$ cat src/rtl/pulse_tally.sv
module pulse_tally #(
  parameter int DIV   = 250_000_000,
  parameter int CNT_W = 32,
  parameter int DEPTH = 8
) (
  input  logic        clk,
  input  logic        rst_n,
  input  logic [1:0]  bus_addr,
  input  logic        bus_read,
  input  logic        bus_write,
  input  logic [31:0] bus_wdata,
  output logic [31:0] bus_rdata,
  input  logic        det_alpha,
  input  logic        det_gamma
);
  localparam int PW = (DIV > 1) ? $clog2(DIV) : 1;
  localparam int AW = (DEPTH > 1) ? $clog2(DEPTH) : 1;
  localparam int CW = AW + 1;
  localparam logic [CNT_W-1:0] CMAX = '1;

  logic [1:0]       det;
  logic [2:0]       sh   [2];
  logic [1:0]       ev, run, ovf, tick, win_end, push, pop, hit, clr;
  logic [PW-1:0]    pre  [2];
  logic [15:0]      secs [2];
  logic [15:0]      tlen [2];
  logic [15:0]      newt [2];
  logic [CNT_W-1:0] cnt  [2];
  logic [CNT_W-1:0] cnt_nx [2];
  logic [CNT_W-1:0] mem  [2][DEPTH];
  logic [AW-1:0]    wp   [2];
  logic [AW-1:0]    rp   [2];
  logic [CW-1:0]    fill [2];
  logic [3:0]       stat [2];
  logic [31:0]      head [2];

  wire unused_bits = ^bus_wdata[15:5];

  assign det = {det_gamma, det_alpha};

  always_comb begin
    for (int i = 0; i < 2; i++) begin
      ev[i]      = sh[i][1] & ~sh[i][2];
      hit[i]     = bus_write && bus_addr == 2'd0 && bus_wdata[3] == i[0];
      clr[i]     = hit[i] && bus_wdata[2];
      newt[i]    = bus_wdata[4] ? bus_wdata[31:16] : tlen[i];
      tick[i]    = run[i] && pre[i] == PW'(DIV - 1);
      win_end[i] = tick[i] && (secs[i] + 16'd1 >= tlen[i]);
      cnt_nx[i]  = (cnt[i] == CMAX) ? cnt[i] : cnt[i] + CNT_W'(ev[i]);
      push[i]    = win_end[i] && fill[i] != CW'(DEPTH) && !clr[i];
      pop[i]     = bus_read && bus_addr == (2'd2 + 2'(i)) && fill[i] != '0 && !clr[i];
      stat[i]    = {ovf[i], run[i], fill[i] == CW'(DEPTH), fill[i] == '0};
      head[i]    = (fill[i] == '0) ? 32'd0 : 32'(mem[i][rp[i]]);
    end
  end

  always_ff @(posedge clk) begin
    if (!rst_n) begin
      for (int i = 0; i < 2; i++) begin
        sh[i] <= '0; pre[i] <= '0; secs[i] <= '0; tlen[i] <= '0; cnt[i] <= '0;
        wp[i] <= '0; rp[i] <= '0; fill[i] <= '0;
      end
      run <= '0;
      ovf <= '0;
    end else begin
      for (int i = 0; i < 2; i++) begin
        sh[i] <= {sh[i][1:0], det[i]};
        if (hit[i] && bus_wdata[4]) tlen[i] <= bus_wdata[31:16];
        if (hit[i] && bus_wdata[1]) begin
          run[i] <= 1'b0;
          cnt[i] <= '0;
        end else if (hit[i] && bus_wdata[0] && newt[i] != 16'd0) begin
          run[i] <= 1'b1; pre[i] <= '0; secs[i] <= '0; cnt[i] <= '0;
        end else if (run[i]) begin
          pre[i]  <= tick[i] ? '0 : pre[i] + PW'(1);
          secs[i] <= win_end[i] ? 16'd0 : (tick[i] ? secs[i] + 16'd1 : secs[i]);
          cnt[i]  <= win_end[i] ? '0 : cnt_nx[i];
        end
        if (clr[i]) begin
          wp[i] <= '0; rp[i] <= '0; fill[i] <= '0; ovf[i] <= 1'b0;
        end else begin
          if (push[i]) begin
            mem[i][wp[i]] <= cnt_nx[i];
            wp[i] <= wp[i] + AW'(1);
          end
          if (pop[i]) rp[i] <= rp[i] + AW'(1);
          fill[i] <= fill[i] + CW'(push[i]) - CW'(pop[i]);
          if (win_end[i] && !push[i]) ovf[i] <= 1'b1;
        end
      end
    end
  end

  always_comb begin
    case (bus_addr)
      2'd0:    bus_rdata = {tlen[1], tlen[0]};
      2'd1:    bus_rdata = {24'd0, stat[1], stat[0]};
      2'd2:    bus_rdata = head[0];
      default: bus_rdata = head[1];
    endcase
  end
endmodule

$ cat config.mk
export PLATFORM = sky130hd
export DESIGN_NAME = pulse_tally
export DESIGN_NICKNAME = d
export VERILOG_FILES = /design/src/rtl/pulse_tally.sv
export SDC_FILE = /design/constraint.sdc
export NUM_CORES = 1
export LEC_CHECK = 0
export ABC_CLOCK_PERIOD_IN_PS = 17800
export BUFFER_PORTS_ARGS = -buffer_cell sky130_fd_sc_hd__buf_2
export CAP_MARGIN = 20
export CORE_MARGIN = 2
export CORE_UTILIZATION = 35
export DETAILED_ROUTE_END_ITERATION = 10
export HOLD_SLACK_MARGIN = 0.08
export MAX_ROUTING_LAYER = met4
export PLACE_DENSITY = 0.55
export SYNTH_ARGS = -nofsm -noshare
export SYNTH_HDL_FRONTEND = slang
export SYNTH_SLANG_ARGS = --single-unit
$ cat constraint.sdc
create_clock -name clk -period 17.8 [get_ports clk]
set_input_delay 0 -clock clk [delete_from_list [all_inputs] [get_ports clk]]
set_output_delay 0 -clock clk [all_outputs]
set_load 0.02 [all_outputs]
== After elaboration in Yosys (flattened, before gate mapping) ==
Memory sizes are Yosys's and may differ from the RTL's.
Cells that the tools add are included.
Storage, ports and cells
  register bits: 4
  memory bits (writable): 722
  logic and storage cells: 249
  memories: 9
Cells by class
  add/sub/neg operators: 14
  $lt $le $gt $ge: 8
  equality and inequality tests: 11
  mux-type cells: 117
  bitwise operators: 40
  reduce and logical (&&, ||, !) cells: 46
Memory list
  mem: depth 2, width 256, read ports 2, clocked after memory_dff 0, write ports 2, RTL line 30  | logic [CNT_W-1:0] mem [2][DEPTH];
  cnt: depth 2, width 32, read ports 2, clocked after memory_dff 0, write ports 2, RTL line 28  | logic [CNT_W-1:0] cnt [2];
  pre: depth 2, width 28, read ports 2, clocked after memory_dff 0, write ports 2, RTL line 24  | logic [PW-1:0] pre [2];
  secs: depth 2, width 16, read ports 2, clocked after memory_dff 0, write ports 2, RTL line 25  | logic [15:0] secs [2];
  tlen: depth 2, width 16, read ports 2, clocked after memory_dff 0, write ports 2, RTL line 26  | logic [15:0] tlen [2];
  fill: depth 2, width 4, read ports 2, clocked after memory_dff 0, write ports 2, RTL line 33  | logic [CW-1:0] fill [2];
  3 more memories
Operators with widths (number)
  32-bit 2-to-1 mux: 18
  256-bit 2-to-1 mux: 2
  32-bit binary-select mux with 3-bit select: 2
  32-bit demux with 3-bit select: 2
  16-bit 2-to-1 mux: 12
  28-bit 2-to-1 mux: 6
  32-bit one-hot mux with 3 select lines: 1
  32-bit by 1-bit adder with 32-bit output: 2
  32-bit equality test, second input constant: 2
  1-bit 2-to-1 mux: 60
  28-bit by 1-bit adder with 28-bit output, second input constant: 2
  28-bit equality test, second input constant: 2
  16-bit by 1-bit adder with 16-bit output, second input constant: 2
  16-bit >= comparator: 2
  16-bit nonzero test: 2
  1-bit logical AND: 31
  3-bit 2-to-1 mux: 10
  1-bit OR: 30
  4-bit >= comparator, second input constant: 4
  4-bit 2-to-1 mux: 4
  3-bit NOT with 4-bit output: 4
  3-bit by 1-bit adder with 3-bit output, second input constant: 4
  4-bit by 1-bit adder with 4-bit output: 2
  4-bit equality test, second input constant: 2
  12 further kinds: 28

== Depth between registers and ports, before layout ==
  depth in word-level cells: 11
  depth in mapped cells: 18

== Least setup slack after synthesis ==
Ideal clock, no wire load.
  path type: register -> register
  from: memory secs[1][6]
  to: memory mem[0][448] in the netlist's numbering, enable pin
  library setup time: 0.502 ns
  data arrival time: 5.323 ns
  data required time: 17.298 ns
  slack: 11.975 ns
  stages on the path, launching flop included: 12
  cell sequence: edfxtp_1 > nand3_1 > or2_2 > nor3_1 > nand3_1 > xnor2_1 > ha_1 > nand4_1 > a21oi_1 > a2111oi_0 > a211o_1 > nor4_1
RTL lines (RTL line)
  start, declared: 25
  end, declared: 30

==> flow_metrics.py <==
metrics = {
    "status": {
        "status": "complete, no violations",
    },
    "floorplanning": {
        "dieArea_um2": 94200,
        "core_area_um2": 91200,
        "ioPinCount": 72,
        "rows": 111,
        "die_w_um": 307,
        "initial_core_util_pct": 35.2,
        "die_h_um": 307,
    },
    "place": {
        "dpl.hpwl_mm": 48.0,
        "place_inst": 3222,
        "finalWeightedCongestion": 0.898,
        "place_area_um2": 33900,
        "io_buffers": 60,
    },
    "clock_network": {
        "path_clk_slew_ns": 0.06,
        "tritoncts": "done",
        "clk_path_buf_depth": 3,
        "post_cts_buffers": 0,
        "numClockSinks": 726,
        "clk-insertion-delay-late_ns": 0.61,
        "numCtsBuffers": 76,
        "clockRootBuffer": "clkbuf_16",
        "htree_num_levels": 3,
    },
    "global_routing": {
        "grt_max_degree": 66,
        "grt_overflow": 0,
        "grt_first_pass_wirelength_mm": 113,
        "antenna_found_initial": 1,
        "first_global_vias": 18268,
        "grtUsageTotal_pct": 16.4,
    },
    "route": {
        "vias": 17799,
        "routedWlPerCell_um": 22.2,
        "drc": 0,
        "antenna_left": 0,
        "wl_mm": 75.0,
        "via_per_inst": 5.27,
        "firstDrtPassIters": 5,
        "drtIter0Drc": 1363,
    },
    "timing": {
        "setup_viol": 0,
        "final-max-slew-violation-count": 0,
        "timing.final.crit_share_pct": 25.5,
        "fin_setup_tns_ns": 0,
        "clock-skew-final_ns": 0.0234,
        "layout_min_cycle_time_ns": 4.54,
        "hold_viol_final": 0,
        "slew_headroom_pct": 28.0,
        "max_slew.worst_pin.slew_ns": 1.07,
        "fmax_mhz": 220,
        "rsz0062_at_grt": "false",
    },
    "critical_path": {
        "reg2reg_from": "secs[1][8]",
        "reg2reg_depth": 17,
        "setup.worst_path.start_class": "flop",
        "path_common_cell": "buf_4",
        "critPathRequiredTime_ns": 17.80,
        "slowest_delay_ns": 0.83,
        "crit_fanout": 44,
        "path_cells": "buf_4 -> buf_4 -> mux4_2 -> mux2i_1 -> nor2_1 -> a21oi_1 -> o21ai_0 -> buf_2",
        "path_class": "reg2out",
        "slowest_stage": "edfxtp_1",
        "crit_arrival_ns": 4.54,
        "rrSetupSlack_ns": 13.29,
        "critPathCaptureType": "output pin",
        "r2r_end": "fill[1][3]",
    },
    "layout": {
        "diodes": 0,
        "area_delta_synth_final_pct": 13.6,
        "drive_above_1_share_pct": 16.4,
        "stdcell_area_um2": 36500,
        "finalNonFillerCells": 3379,
        "final_nets": 2241,
    },
    "synth": {
        "ys_async_sr_fraction_pct": 0,
        "synth.largest_area_cell": "edfxtp_1",
        "ys_seq_area_share_pct": 67.6,
        "synth_top_area_share_pct": 67.0,
        "synth_area_leaders": "edfxtp_1 (67%), mux4_2 (9.0%), mux2i_1 (2.2%)",
        "synth_edf_count": 716,
        "ys_seq_elements": 726,
        "ys.flop_type": "edfxtp_1",
        "syn_area_um2": 32100,
        "yosys_warnings": 0,
        "synth_cells": 2011,
        "synth_cell_type_count": 69,
        "syn-mean-instance-area_um2": 16.0,
    },
    "power": {
        "leakage_uw": 0.0119,
        "vdd_ir_drop_max_mv": 0.0806,
        "p_per_area_nw_per_um2": 99.3,
    },
    "min_path": {
        "hp-class": "in2reg",
        "worstHoldStart": "bus_wdata[3]",
        "hold-path-endpoint": "run[0]",
        "min_path_cells": 6,
    },
    "job": {
        "maxCapViolCount": 0,
    },
}
==> state kept, by name, summed over array words and instances, names as in the netlist, 6 cells and up <==
register,cells
pre,56
sh,6
wp,6
fill,8
mem,512
rp,6
tlen,32
cnt,64
secs,32
==> area by class of cell <==
| cell class | count | area (um2) |
|---|---|---|
| clock buffer | 98 | 2050 |
| fill | 8303 | 54800 |
| clock inverter | 30 | 189 |
| multi-input combinational | 1150 | 9910 |
| inverter | 66 | 248 |
| sequential | 726 | 21700 |
| tap | 1186 | 1480 |
| timing repair buffer | 123 | 891 |
==> worst max-delay path: cells and delay by family, from the launching register on <==
kind                   cells  cell delay (ns)
AOI/OAI and AO/OA          2             0.57
buffers and inverters      3             1.42
DFF                        1             0.83
muxes                      2             0.99
and+or+nand+nor            1             0.09
==> cells by family (layout without fill, tap and decap cells) <==
logic type | after synthesis | in the layout | share of synthesized area, %
flip-flops | 726 | 726 | 67.6
XOR/XNOR | 137 | 137 | 3.74
adder cells (fa/ha/maj) | 58 | 58 | 2.31
AND/OR/NAND/NOR | 615 | 615 | 10.7
other | 1 | 8 | 0.0117
buffers and inverters | 142 | 317 | 1.84
multiplexers | 203 | 203 | 11.3
AO/OA/AOI/OAI | 129 | 129 | 2.53
==> worst max path at each step <==
stage                          start            end  slack, ns  depth (start not counted)
after floorplan           secs[1][6]    mem[0][448]      11.98                         11
after global placement    secs[0][0]    mem[0][250]      12.98                         11
after detailed placement  secs[0][0]    mem[0][246]      12.80                         11
after CTS                 secs[0][0]    mem[0][246]      12.79                         11
after global routing        rp[0][0]  bus_rdata[17]      12.90                          8
final                       rp[0][0]  bus_rdata[31]      13.26                          8
==> layer usage <==
| layer | vias up | GRT usage [%] | part of all wire (%) |
|---|---|---|---|
| li1 | 8092 | - | - |
| met1 | 9136 | 23.1 | 46 |
| met2 | 476 | 24.2 | 45 |
| met3 | 95 | 3.12 | 6.2 |
| met4 | 0 | 5.22 | 2.5 |
| met5 | - | - | 0 |
==> report_power, final <==
group          total [uW]  leakage (uW)  switching (uW)  internal [uW]
combinational         232       0.00404             141           90.2
sequential           1930       0.00683            27.8           1910
clock                1460       0.00108             622            835
==> cell usage after synthesis, drive strengths merged, types with 2 or more instances <==
cell type	instances
a21boi	4
o211ai	3
nand3	60
a21oi	41
dfxtp	10
o21a	4
xor2	55
nor3	36
fa	2
and4	16
buf	27
clkbuf	49
nor2b	46
mux2i	72
or3	4
o21ai	42
nor2	131
nor3b	53
nor4	27
or3b	7
o22a	7
a211oi	3
mux2	3
or2	6
or4	4
and4b	3
nor4b	7
a2111oi	2
a31oi	3
and3	36
o31ai	3
nand4	55
a211o	2
xnor2	82
nand2b	12
nand2	73
and2	32
and4bb	2
a21o	6
ha	56
inv	66
edfxtp	716
o41ai	3
or4b	2
mux4	128
==> repair_timing <==
item,4_1_cts,5_1_grt
resized for setup,0,0
hold buffers,26,0
endpoints found under the hold margin,60,0
==> stage by stage <==
| step | hold slack (ns) | setup slack (ns) | power (uW) | utilization (%) |
|---|---|---|---|---|
| after floorplan | 0.127 | 11.98 | 2110 | - |
| after global placement | 0.219 | 12.98 | 2190 | 37.1 |
| after detailed placement | 0.214 | 12.80 | 2200 | 37.2 |
| after CTS | 0.131 | 12.79 | 3660 | 39.9 |
| after global routing | 0.212 | 12.90 | 3750 | 40.0 |
| final | 0.162 | 13.26 | 3620 | 40.0 |
==> layout by cell type (no fill, tap or decap), drive strengths merged, types with 56 or more instances in the layout <==
master,netlist,layout
buf,27,97
nor2,131,131
mux4,128,128
ha,56,56
nand3,60,60
xnor2,82,82
edfxtp,716,716
clkbuf,49,98
mux2i,72,72
nand2,73,73
inv,66,67
(Power assumes the default switching activity.)
